===== config.mk =====
export PLATFORM = sky130hd
export DESIGN_NAME = cal_timer
export DESIGN_NICKNAME = d
export VERILOG_FILES = /design/src/rtl/cal_timer_pkg.sv /design/src/rtl/cal_timer_ctrl.sv /design/src/rtl/cal_timer_dp.sv /design/src/rtl/cal_timer.sv
export SDC_FILE = /design/constraint.sdc
export NUM_CORES = 1
export LEC_CHECK = 0
export ABC_CLOCK_PERIOD_IN_PS = 2600
export CAP_MARGIN = 40
export CORE_MARGIN = 2
export CORE_UTILIZATION = 40
export CTS_BUF_LIST = sky130_fd_sc_hd__clkbuf_4 sky130_fd_sc_hd__clkbuf_8 sky130_fd_sc_hd__clkbuf_16
export DETAILED_ROUTE_END_ITERATION = 8
export PLACE_DENSITY = 0.69
export SYNTH_ARGS = -nofsm -noshare
export SYNTH_HDL_FRONTEND = slang
export SYNTH_SLANG_ARGS = --single-unit

===== constraint.sdc =====
create_clock -name clk -period 2.6 [get_ports clk]
set_clock_uncertainty 0.2 [all_clocks]
set_input_delay 0.65 -clock clk [delete_from_list [all_inputs] [get_ports clk]]
set_output_delay 0.65 -clock clk [all_outputs]
set_load 0.03 [all_outputs]

===== src/rtl/cal_timer_pkg.sv =====
package cal_timer_pkg;
  localparam int DATA_W = 8;
  localparam int ADDR_W = 4;

  localparam logic [ADDR_W-1:0] A_CTRL     = 4'd0;
  localparam logic [ADDR_W-1:0] A_SEC      = 4'd1;
  localparam logic [ADDR_W-1:0] A_MIN      = 4'd2;
  localparam logic [ADDR_W-1:0] A_HOUR     = 4'd3;
  localparam logic [ADDR_W-1:0] A_DAY      = 4'd4;
  localparam logic [ADDR_W-1:0] A_CMP_MIN  = 4'd5;
  localparam logic [ADDR_W-1:0] A_CMP_HOUR = 4'd6;
  localparam logic [ADDR_W-1:0] A_CMP_DAY  = 4'd7;
  localparam logic [ADDR_W-1:0] A_IRQ      = 4'd8;

  // Strobes from control to datapath
  typedef struct packed {
    logic swClear;    // qualified software clear of all counters
    logic advance;    // count one second
    logic ldCmpMin;
    logic ldCmpHour;
    logic ldCmpDay;
  } strobe_t;
endpackage


===== src/rtl/cal_timer_ctrl.sv =====
module cal_timer_ctrl
  import cal_timer_pkg::*;
(
  input  logic              clk,
  input  logic              rstN,
  input  logic              tick,
  input  logic              wrEn,
  input  logic [ADDR_W-1:0] addr,
  input  logic [1:0]        wrBits,
  input  logic              alarmEvent,
  output strobe_t           strb,
  output logic              runQ,
  output logic              ienQ,
  output logic              factorQ
);
  logic ctrlWr;
  logic irqWr;

  always_comb begin
    ctrlWr         = wrEn && (addr == A_CTRL);
    irqWr          = wrEn && (addr == A_IRQ);
    // Clear is honoured only when stopped and not starting in the same write
    strb.swClear   = ctrlWr && wrBits[1] && !wrBits[0] && !runQ;
    strb.advance   = tick && runQ;
    strb.ldCmpMin  = wrEn && (addr == A_CMP_MIN);
    strb.ldCmpHour = wrEn && (addr == A_CMP_HOUR);
    strb.ldCmpDay  = wrEn && (addr == A_CMP_DAY);
  end

  always_ff @(posedge clk or negedge rstN) begin
    if (!rstN) begin
      runQ <= 1'b0;
      ienQ <= 1'b0;
    end else begin
      if (ctrlWr) runQ <= wrBits[0];
      if (irqWr)  ienQ <= wrBits[0];
    end
  end

  // Alarm flag has no reset; a set event beats a software clear
  always_ff @(posedge clk) begin
    if (alarmEvent)
      factorQ <= 1'b1;
    else if (irqWr && wrBits[1])
      factorQ <= 1'b0;
  end
endmodule


===== src/rtl/cal_timer_dp.sv =====
module cal_timer_dp
  import cal_timer_pkg::*;
#(
  parameter int SEC_PER_MIN  = 60,
  parameter int MIN_PER_HOUR = 60,
  parameter int HOUR_PER_DAY = 24,
  parameter int DAY_W        = 5,
  parameter int SEC_W        = 6,
  parameter int MIN_W        = 6,
  parameter int HOUR_W       = 5,
  parameter int CMP_W        = 6
) (
  input  logic              clk,
  input  strobe_t           strb,
  input  logic [CMP_W-1:0]  cmpData,
  output logic [SEC_W-1:0]  secQ,
  output logic [MIN_W-1:0]  minQ,
  output logic [HOUR_W-1:0] hourQ,
  output logic [DAY_W-1:0]  dayQ,
  output logic [MIN_W-1:0]  cmpMinQ,
  output logic [HOUR_W-1:0] cmpHourQ,
  output logic [DAY_W-1:0]  cmpDayQ,
  output logic              alarmEvent
);
  logic secWrap, minWrap, hourWrap;
  logic minStep, hourStep, dayStep;
  logic [SEC_W-1:0]  secNext;
  logic [MIN_W-1:0]  minNext;
  logic [HOUR_W-1:0] hourNext;
  logic [DAY_W-1:0]  dayNext;
  logic unusedCmp;

  assign unusedCmp = ^cmpData;

  always_comb begin
    secWrap  = secQ  == SEC_W'(SEC_PER_MIN - 1);
    minWrap  = minQ  == MIN_W'(MIN_PER_HOUR - 1);
    hourWrap = hourQ == HOUR_W'(HOUR_PER_DAY - 1);
    minStep  = strb.advance && secWrap;
    hourStep = minStep && minWrap;
    dayStep  = hourStep && hourWrap;

    secNext  = secQ;
    minNext  = minQ;
    hourNext = hourQ;
    dayNext  = dayQ;
    if (strb.swClear) begin
      secNext  = '0;
      minNext  = '0;
      hourNext = '0;
      dayNext  = '0;
    end else begin
      if (strb.advance) secNext  = secWrap  ? '0 : secQ + 1'b1;
      if (minStep)      minNext  = minWrap  ? '0 : minQ + 1'b1;
      if (hourStep)     hourNext = hourWrap ? '0 : hourQ + 1'b1;
      if (dayStep)      dayNext  = dayQ + 1'b1;
    end

    // Alarm is evaluated only when the minute position changes or is cleared
    alarmEvent = (strb.swClear || minStep) && (minNext == cmpMinQ)
                 && (hourNext == cmpHourQ) && (dayNext == cmpDayQ);
  end

  // Counters and compare values deliberately have no reset
  always_ff @(posedge clk) begin
    secQ  <= secNext;
    minQ  <= minNext;
    hourQ <= hourNext;
    dayQ  <= dayNext;
    if (strb.ldCmpMin)  cmpMinQ  <= cmpData[MIN_W-1:0];
    if (strb.ldCmpHour) cmpHourQ <= cmpData[HOUR_W-1:0];
    if (strb.ldCmpDay)  cmpDayQ  <= cmpData[DAY_W-1:0];
  end
endmodule


===== src/rtl/cal_timer.sv =====
module cal_timer
  import cal_timer_pkg::*;
#(
  parameter int SEC_PER_MIN  = 60,
  parameter int MIN_PER_HOUR = 60,
  parameter int HOUR_PER_DAY = 24,
  parameter int DAY_W        = 5
) (
  input  logic              clk,
  input  logic              rstN,
  input  logic              tick,
  input  logic              wrEn,
  input  logic [ADDR_W-1:0] addr,
  input  logic [DATA_W-1:0] wrData,
  output logic [DATA_W-1:0] rdData,
  output logic              irq
);
  localparam int SEC_W  = $clog2(SEC_PER_MIN);
  localparam int MIN_W  = $clog2(MIN_PER_HOUR);
  localparam int HOUR_W = $clog2(HOUR_PER_DAY);
  localparam int CMP_A  = (MIN_W > HOUR_W) ? MIN_W : HOUR_W;
  localparam int CMP_W  = (CMP_A > DAY_W) ? CMP_A : DAY_W;

  strobe_t           strb;
  logic              runQ, ienQ, factorQ, alarmEvent;
  logic [SEC_W-1:0]  secQ;
  logic [MIN_W-1:0]  minQ, cmpMinQ;
  logic [HOUR_W-1:0] hourQ, cmpHourQ;
  logic [DAY_W-1:0]  dayQ, cmpDayQ;
  logic              unusedWr;

  assign unusedWr = ^wrData;

  cal_timer_ctrl u_ctrl (
    .clk        (clk),
    .rstN       (rstN),
    .tick       (tick),
    .wrEn       (wrEn),
    .addr       (addr),
    .wrBits     (wrData[1:0]),
    .alarmEvent (alarmEvent),
    .strb       (strb),
    .runQ       (runQ),
    .ienQ       (ienQ),
    .factorQ    (factorQ)
  );

  cal_timer_dp #(
    .SEC_PER_MIN  (SEC_PER_MIN),
    .MIN_PER_HOUR (MIN_PER_HOUR),
    .HOUR_PER_DAY (HOUR_PER_DAY),
    .DAY_W        (DAY_W),
    .SEC_W        (SEC_W),
    .MIN_W        (MIN_W),
    .HOUR_W       (HOUR_W),
    .CMP_W        (CMP_W)
  ) u_dp (
    .clk        (clk),
    .strb       (strb),
    .cmpData    (wrData[CMP_W-1:0]),
    .secQ       (secQ),
    .minQ       (minQ),
    .hourQ      (hourQ),
    .dayQ       (dayQ),
    .cmpMinQ    (cmpMinQ),
    .cmpHourQ   (cmpHourQ),
    .cmpDayQ    (cmpDayQ),
    .alarmEvent (alarmEvent)
  );

  always_comb begin
    case (addr)
      A_CTRL:     rdData = DATA_W'(runQ);
      A_SEC:      rdData = DATA_W'(secQ);
      A_MIN:      rdData = DATA_W'(minQ);
      A_HOUR:     rdData = DATA_W'(hourQ);
      A_DAY:      rdData = DATA_W'(dayQ);
      A_CMP_MIN:  rdData = DATA_W'(cmpMinQ);
      A_CMP_HOUR: rdData = DATA_W'(cmpHourQ);
      A_CMP_DAY:  rdData = DATA_W'(cmpDayQ);
      A_IRQ:      rdData = DATA_W'({factorQ, ienQ});
      default:    rdData = '0;
    endcase
  end

  assign irq = factorQ && ienQ;
endmodule


### After elaboration in Yosys (flattened, before gate mapping)

Cells that the tools add are included.

| storage, ports and cells | value |
|---|---|
| flip-flop bits (word level) | 41 |
| bits of input ports | 16 |
| output and inout port bits | 9 |
| logic and storage cells | 59 |

| operators by class | value |
|---|---|
| $add $sub $neg | 4 |
| equal/unequal tests | 14 |
| muxes and demuxes | 10 |
| reductions and logical operators | 21 |

Operator list:

| operator | number |
|---|---|
| $pmux 6 s9 | 1 |
| $mux 5 | 5 |
| $mux 6 | 4 |
| $logic_and 1x1->1 | 17 |
| $eq 4x3->1 const B | 4 |
| $add 6x1->6 const B | 2 |
| $eq 6x6->1 const B | 2 |
| $add 5x1->5 const B | 2 |
| $eq 5x5->1 | 2 |
| $eq 4x2->1 const B | 2 |
| $eq 6x6->1 | 1 |
| $eq 5x5->1 const B | 1 |
| $eq 4x1->1 const B | 1 |
| $eq 4x4->1 const B | 1 |
| $logic_not 4->1 | 1 |
| $logic_not 1->1 | 2 |
| $logic_or 1x1->1 | 1 |

### Depth between registers and ports, before layout

Gate-level depths: netlist of the first run.

| logic depth | value |
|---|---|
| depth in word-level cells | 10 |
| mapped depth | 9 |
| mapped depth without buffers | 8 |

### Hierarchy

Synthesis of the first run repeated with hierarchy kept, for this count alone.

| second synthesis, totals | value |
|---|---|
| cell total of the unflattened synthesis | 279 |
| area, all modules | 2591.2 um^2 |

Modules (own cells, without submodules):

| module | instances | cells each | area an instance (um^2) | sequential area each (um^2) |
|---|---|---|---|---|
| cal_timer_dp | 1 | 191 | 1911.8 | 920.9 |
| cal_timer | 1 | 70 | 495.5 | 0.0 |
| cal_timer_ctrl | 1 | 18 | 183.9 | 70.1 |

### Least setup slack after synthesis of the first run

Ideal clock, no wire load.

| path | value |
|---|---|
| path kind | input -> register |
| start | input addr[0] |
| end | register u_ctrl.factorQ |
| library setup time | 0.059 ns |
| data arrival time | 3.060 ns |
| required time | 2.341 ns |
| setup slack | -0.719 ns |
| cell stages on the path | 9 |
| buffers on the path | 2 |
| cell sequence | buf_6 -> or4b_4 -> or4_4 -> buf_6 -> o22ai_2 -> o22ai_1 -> or4b_1 -> nor4_1 -> a31o_1 |

| between the ends | value |
|---|---|
| word-level cells in the longest chain between the ends | 10 |
| elaborated cells on any way between the ends | 18 |
| those cells by class | eq/ne: 4; mux: 3; reduce/logical: 11 |

RTL lines:

| what | line | text |
|---|---|---|
| start: declaration | cal_timer.sv:13 | `input logic [ADDR_W-1:0] addr,` |
| $logic_not 4->1 | cal_timer_ctrl.sv:20 | `ctrlWr = wrEn && (addr == A_CTRL);` |
| $logic_and 1x1->1 | cal_timer_ctrl.sv:20 |  |
| $logic_and 1x1->1 (3 in a row) | cal_timer_ctrl.sv:23 | `strb.swClear = ctrlWr && wrBits[1] && !wrBits[0] && !runQ;` |
| $mux 6 | cal_timer_dp.sv:47 | `if (strb.swClear) begin` |
| $eq 6x6->1 | cal_timer_dp.sv:60 | `alarmEvent = (strb.swClear \|\| minStep) && (minNext == cmpMinQ)` |
| $logic_and 1x1->1 | cal_timer_dp.sv:60 |  |
| $logic_and 1x1->1 (2 in a row) | cal_timer_dp.sv:61 | `&& (hourNext == cmpHourQ) && (dayNext == cmpDayQ);` |
| end signal: assignment | cal_timer_ctrl.sv:43 | `factorQ <= 1'b1;` |
| end signal: assignment | cal_timer_ctrl.sv:45 | `factorQ <= 1'b0;` |
| end: declaration | cal_timer_ctrl.sv:14 | `output logic factorQ` |

Parallel ways exist; a longest one is shown, timed or not.
A chain may end at the register's enable or synchronous reset.

### Final worst setup path of the first run

Ends and elaborated chain as after synthesis.

==> results of run 1 <==
[worst max path at each step]
stage                                  endpoint  cells past startpoint
floorplan           u_ctrl.factorQ$_SDFFE_PP1P_                      9
global placement                      rdData[2]                      6
detailed placement                    rdData[2]                      6
CTS                 u_ctrl.factorQ$_SDFFE_PP1P_                      8
global route        u_ctrl.factorQ$_SDFFE_PP1P_                      9
finish              u_ctrl.factorQ$_SDFFE_PP1P_                      8
[critical path, delay by kind of cell]
kind,cells,cell delay (ps)
buffers and inverters,1,110
AOI/OAI and AO/OA,3,420
and+or+nand+nor,4,1680
[power by group]
group,leakage (nW),switching (mW),total (mW),internal [mW]
sequential,0.356,0.0373,0.754,0.716
clock,0.0447,0.255,0.449,0.194
combinational,1.12,0.212,0.453,0.240
total,1.52,0.505,1.66,1.15
[cells by family (layout without fill, tap and decap cells)]
kind of cell             count (synthesis)  after routing  synth area share
AND/OR/NAND/NOR                         99             99             0.222
AO/OA/AOI/OAI                           62             62             0.154
flip-flops                              41             41             0.388
buffers and inverters                   27            130            0.0494
XOR/XNOR                                18             18            0.0617
multiplexers                            18             18             0.104
adder cells (fa/ha/maj)                  4              4            0.0196
other                                    1              2           0.00147
[cells in the mapped netlist (6+ instances only)]
library cell / count
edfxtp_1: 16
nor3_1: 6
inv_1: 9
xnor2_1: 8
clkbuf_1: 11
nand2_1: 12
o21ai_0: 13
nand3_1: 7
a22oi_1: 6
a21oi_1: 20
dfxtp_1: 23
nor2_1: 25
nor4_1: 6
mux2_2: 12
xor2_1: 10
[layout make-up]
| class | count | area, sq um | area share |
|---|---|---|---|
| multi-input combinational | 203 | 1640 | 0.433 |
| clock inverter | 3 | 25.0 | 0.00661 |
| clock buffer | 5 | 68.8 | 0.0182 |
| inverter | 9 | 33.8 | 0.00893 |
| tap | 77 | 96.3 | 0.0255 |
| timing repair buffer | 113 | 931 | 0.246 |
| sequential | 41 | 991 | 0.262 |
[registers in the layout, indices dropped and copies added, names as in the netlist]
| signal | count |
|---|---|
| u_dp.cmpHourQ | 5 |
| u_dp.cmpMinQ | 6 |
| u_ctrl.runQ | 1 |
| u_ctrl.factorQ | 1 |
| u_dp.secQ | 6 |
| u_dp.dayQ | 5 |
| u_dp.minQ | 6 |
| u_ctrl.ienQ | 1 |
| u_dp.hourQ | 5 |
| u_dp.cmpDayQ | 5 |
[cell usage in the layout, fill, tap and decap left out, types with 7 or more instances in the layout]
master	synthesis	layout
a21oi_1	20	12
a21oi_2	0	8
buf_4	2	89
buf_6	2	11
dfxtp_1	23	23
edfxtp_1	16	16
inv_1	9	9
mux2_2	12	10
nand2_1	12	12
nand3_1	7	7
nor2_1	25	20
o21ai_0	13	10
xor2_1	10	10
[layer usage]
| layer | up-vias | global-route usage |
|---|---|---|
| met1 | 1253 | 0.275 |
| met2 | 111 | 0.398 |
| met5 | - | 0 |
| li1 | 1210 | - |
| met3 | 29 | 0.0485 |
| met4 | 0 | 0.123 |
[timing repair]
| item | in CTS | in global routing |
|---|---|---|
| gates resized for setup | 58 | 43 |
| pin swaps | 14 | 13 |
| setup endpoints to repair | 10 | 7 |
| buffers inserted | 5 | 3 |
==> results.sh, run 1 <==
export IMPL_crit_path_start_kind="input port"
export IMPL_grt_max_degree=16
export IMPL_start_util=0.407
export IMPL_stdcell_count=451
export IMPL_grt_pass1_vias=2604
export IMPL_nets=393
export IMPL_clk_pin_slew_ps=90
export IMPL_postCtsHoldBufs=0
export IMPL_drt_initial_drc_count=214
export IMPL_violations="negative setup slack"
export IMPL_ys_flop_type="dfxtp_1"
export IMPL_drive_gt1_frac=0.449
export IMPL_finalMaxSlewViolations=0
export IMPL_clkSinkCount=41
export IMPL_postLayoutCellArea_sq_um=3780
export IMPL_wl_per_cell_um=18.4
export IMPL_drt_met1_wl_mm=3.41
export IMPL_synthTopCellsByArea="edfxtp_1 (19%), dfxtp_1 (18%), mux2_2 (5.3%)"
export IMPL_critPathKind="in -> reg"
export IMPL_path_max_fanout=5
export IMPL_first_pass_iters=5
export IMPL_wl_met3_um=412
export IMPL_startpoint="addr[0]"
export IMPL_worstMarginPinSlew_ps=515
export IMPL_clock_latency_ps=300
export IMPL_critPathArrivalTime_ps=2860
export IMPL_maxCapViolCount=0
export IMPL_tns_ps=-421
export IMPL_insertedDiodeCount=0
export IMPL_hp_class="in -> async"
export IMPL_power_leakage_nw=1.52
export IMPL_detailed_place_hpwl_mm=6.05
export IMPL_r2r_end="u_ctrl.factorQ$_SDFFE_PP1P_"
export IMPL_power_mw=1.66
export IMPL_cpMaxStageDelayCell="or4b_1"
export IMPL_gp_congestion=0.916
export IMPL_peakVddDrop_uv=398
export IMPL_ys_warn_count=0
export IMPL_num_rows=29
export IMPL_yosysSeqAreaShare=0.388
export IMPL_cts_path_max_buffers=2
export IMPL_synth_seq_cells=41
export IMPL_numCtsBuffers=5
export IMPL_relSlewSlack=0.657
export IMPL_synth_top_area_frac=0.188
export IMPL_grt_pass1_wl_mm=12.8
export IMPL_crit_chain="buf_8, or4b_4, or4_4, o22ai_2, o22ai_1, or4b_1, nor4_2, a31o_1"
export IMPL_totalWireLength_mm=8.31
export IMPL_synthArstFlopShare=0.0488
export IMPL_syn_to_final_growth_pct=48.1
export IMPL_status="finished, violations left"
export IMPL_yosys_area_top_type="edfxtp_1"
export IMPL_grt_antenna_before_repair=0
export IMPL_required_ps=2650
export IMPL_fmax_ghz=0.357
export IMPL_netlist_area_sq_um=2560
export IMPL_ant_nets=0
export IMPL_period_share=1.08
export IMPL_ctsHtreeMaxLevel=2
export IMPL_rsz0062_at_grt="true"
export IMPL_track_usage=0.233
export IMPL_dp_cells=436
export IMPL_dp_slack_ps=-1000
export IMPL_die_h_um=83.9
export IMPL_fillers=518
export IMPL_drc_errors=0
export IMPL_layout_setup_ws_ps=-200
export IMPL_reg2reg_slack_ps=-140
export IMPL_pwr_density_cell_nw_per_um2=437
export IMPL_syn_avg_cell_area_sq_um=9.47
export IMPL_end_kind="register"
export IMPL_synth_cell_types=57
export IMPL_ctsRootBufferMaster="clkbuf_8"
export IMPL_via_per_inst=5.77
export IMPL_cts_tree="built"
export IMPL_synth_edf_count=16
export IMPL_overflow=0
export IMPL_vias=2603
export IMPL_die_area_sq_um=7050
export IMPL_io_buffers=20
export IMPL_post_route_min_period_ps=2800
export IMPL_setup_viol=3
export IMPL_top_layer_used="met4"
export IMPL_final_hold_viol_count=0
export IMPL_rr_startpoint="u_dp.secQ[2]$_SDFFE_PN0N_"
export IMPL_syn_inst=270
export IMPL_die_w_um=83.9
export IMPL_hold_slack_ps=295
export IMPL_fp_coreArea_sq_um=6280
export IMPL_placed_cell_area_sq_um=3430
export IMPL_wl_met2_mm=4.10
export IMPL_ios=25
export IMPL_rr_worst_depth=9
export IMPL_finish_utilization=0.603
export IMPL_max_stage_delay_ps=530
No activity file was read; power rests on OpenSTA's default activity.
==> inputs of run 2 (changes only) <==
--- a/config.mk
+++ b/config.mk
@@ -7,11 +7,13 @@
 export LEC_CHECK = 0
 export ABC_CLOCK_PERIOD_IN_PS = 2600
 export CAP_MARGIN = 40
+export CELL_PAD_IN_SITES_DETAIL_PLACEMENT = 0
+export CELL_PAD_IN_SITES_GLOBAL_PLACEMENT = 1
 export CORE_MARGIN = 2
 export CORE_UTILIZATION = 40
 export CTS_BUF_LIST = sky130_fd_sc_hd__clkbuf_4 sky130_fd_sc_hd__clkbuf_8 sky130_fd_sc_hd__clkbuf_16
 export DETAILED_ROUTE_END_ITERATION = 8
-export PLACE_DENSITY = 0.69
+export PLACE_DENSITY_LB_ADDON = 0.1
 export SYNTH_ARGS = -nofsm -noshare
 export SYNTH_HDL_FRONTEND = slang
 export SYNTH_SLANG_ARGS = --single-unit
==> run 2 against run 1 <==
  * The flow still finishes with violations (negative setup slack)
  * Global-route usage up 0.56 points
  * First-iteration DRC count down 30%
  * Final cell count up 2.2%
  * Register-to-register slack worse by 50 ps
  * Sequential power about the same
  * Critical path depth up 1
  * Core utilization up 2.1 points
  * Sequential cell count unchanged
  * Design area up 3.4%
  * Combinational power about the same
  * Die area unchanged
  * Largest power group unchanged
==> results.sh, run 2 (synthesized netlist as in run 1, its figures left out) <==
export IMPL_cts_tree="built"
export IMPL_required_ps=2650
export IMPL_dp_cells=435
export IMPL_layout_common_cells="buf_4 (88), dfxtp_1 (23), nor2_1 (19)"
export IMPL_hp_class="in -> async"
export IMPL_stdcell_count=461
export IMPL_multiInputGateArea_sq_um=1600
export IMPL_path_max_fanout=6
export IMPL_start_util=0.407
export IMPL_ios=25
export IMPL_maxCapViolCount=0
export IMPL_clkSinkCount=41
export IMPL_grt_pass1_wl_mm=13.0
export IMPL_die_area_sq_um=7050
export IMPL_grt_max_degree=15
export IMPL_post_route_min_period_ps=2930
export IMPL_hold_slack_ps=315
export IMPL_gp_congestion=0.884
export IMPL_drt_initial_drc_count=149
export IMPL_ctsRootBufferMaster="clkbuf_8"
export IMPL_track_usage=0.239
export IMPL_io_buffers=20
export IMPL_clock_latency_ps=300
export IMPL_crit_path_start_kind="input port"
export IMPL_postLayoutCellArea_sq_um=3910
export IMPL_end_kind="register"
export IMPL_r2r_end="u_ctrl.factorQ$_SDFFE_PP1P_"
export IMPL_finish_utilization=0.623
export IMPL_dp_slack_ps=-1040
export IMPL_detailed_place_hpwl_mm=6.26
export IMPL_critPathArrivalTime_ps=2980
export IMPL_grt_antenna_before_repair=0
export IMPL_wl_per_cell_um=17.8
export IMPL_power_mw=1.85
export IMPL_cts_path_max_buffers=2
export IMPL_reg_largest_list="u_dp.cmpMinQ: 6 flops, u_dp.minQ: 6 flops, u_dp.secQ: 6 flops"
export IMPL_pwr_density_cell_nw_per_um2=472
export IMPL_num_rows=29
export IMPL_nets=403
export IMPL_totalWireLength_mm=8.19
export IMPL_rr_worst_depth=9
export IMPL_first_pass_iters=4
export IMPL_max_stage_delay_ps=550
export IMPL_peakVddDrop_uv=337
export IMPL_drive_gt1_frac=0.456
export IMPL_violations="negative setup slack"
export IMPL_postCtsHoldBufs=0
export IMPL_die_w_um=83.9
export IMPL_period_share=1.13
export IMPL_grt_pass1_vias=2539
export IMPL_rr_startpoint="u_dp.secQ[2]$_SDFFE_PN0N_"
export IMPL_setup_viol=6
export IMPL_cpMaxStageDelayCell="or4_4"
export IMPL_layout_setup_ws_ps=-329
export IMPL_fillers=543
export IMPL_clk_pin_slew_ps=90
export IMPL_placed_cell_area_sq_um=3440
export IMPL_drc_errors=0
export IMPL_ctsHtreeMaxLevel=2
export IMPL_rsz0062_at_grt="true"
export IMPL_overflow=0
export IMPL_via_per_inst=5.43
export IMPL_numCtsBuffers=5
export IMPL_finalMaxSlewViolations=0
export IMPL_layout_commonest_cell="buf_4"
export IMPL_final_hold_viol_count=0
export IMPL_power_leakage_nw=1.58
export IMPL_crit_chain="buf_8, or4b_4, or4_4, buf_4, o21a_1, nor3_2, o2111ai_2, nor4_4, a31o_1"
export IMPL_seqCellArea_sq_um=991
export IMPL_startpoint="addr[2]"
export IMPL_die_h_um=83.9
export IMPL_insertedDiodeCount=0
export IMPL_ant_nets=0
export IMPL_fp_coreArea_sq_um=6280
export IMPL_status="finished, violations left"
export IMPL_tns_ps=-930
export IMPL_critPathKind="in -> reg"
export IMPL_syn_to_final_growth_pct=53.1
export IMPL_vias=2503
export IMPL_fmax_ghz=0.341
export IMPL_reg2reg_slack_ps=-190
## run 2: what timing repair did
item | CTS | global route
setup buffers | 15 | 9
pin swaps | 16 | 19
gates resized for setup | 69 | 30
hold endpoints to repair | 0 | 0
endpoints found under the setup margin | 13 | 7
## run 2: worst max path at each step
stage	slack (ps)	to	depth (start not counted)
2_1_floorplan	-510	u_ctrl.factorQ$_SDFFE_PP1P_	9
3_3_place_gp	-950	rdData[1]	6
3_5_place_dp	-1040	u_ctrl.factorQ$_SDFFE_PP1P_	9
4_1_cts	-460	u_ctrl.factorQ$_SDFFE_PP1P_	9
5_1_grt	-400	u_ctrl.factorQ$_SDFFE_PP1P_	9
6_report	-330	u_ctrl.factorQ$_SDFFE_PP1P_	9
## run 2: where the power goes
group	switching (mW)	total, mW	internal (mW)
clock	0.248	0.635	0.387
combinational	0.207	0.454	0.247
sequential	0.0404	0.757	0.716
total	0.495	1.85	1.35
## run 2: per-layer routing
metal,up-vias,track usage,part of all wire
li1,1232,-,-
met1,1191,0.323,0.44
met2,65,0.401,0.49
met3,15,0.0287,0.042
met4,0,0.0718,0.022
met5,-,0,0
## run 2: critical path: cells and delay by family
family / cells / cell delay (ps)
AOI/OAI and AO/OA: 3 / 510
buffers and inverters: 2 / 290
and+or+nand+nor: 4 / 1530
## run 2: cell type report
cell class,instances,area share
flip-flops and latches,41,0.253
clock inverters,3,0.0176
multi-input cells,203,0.410
clock buffers,5,0.0176
inverters,9,0.00863
well taps,77,0.0246
repair buffers,123,0.269
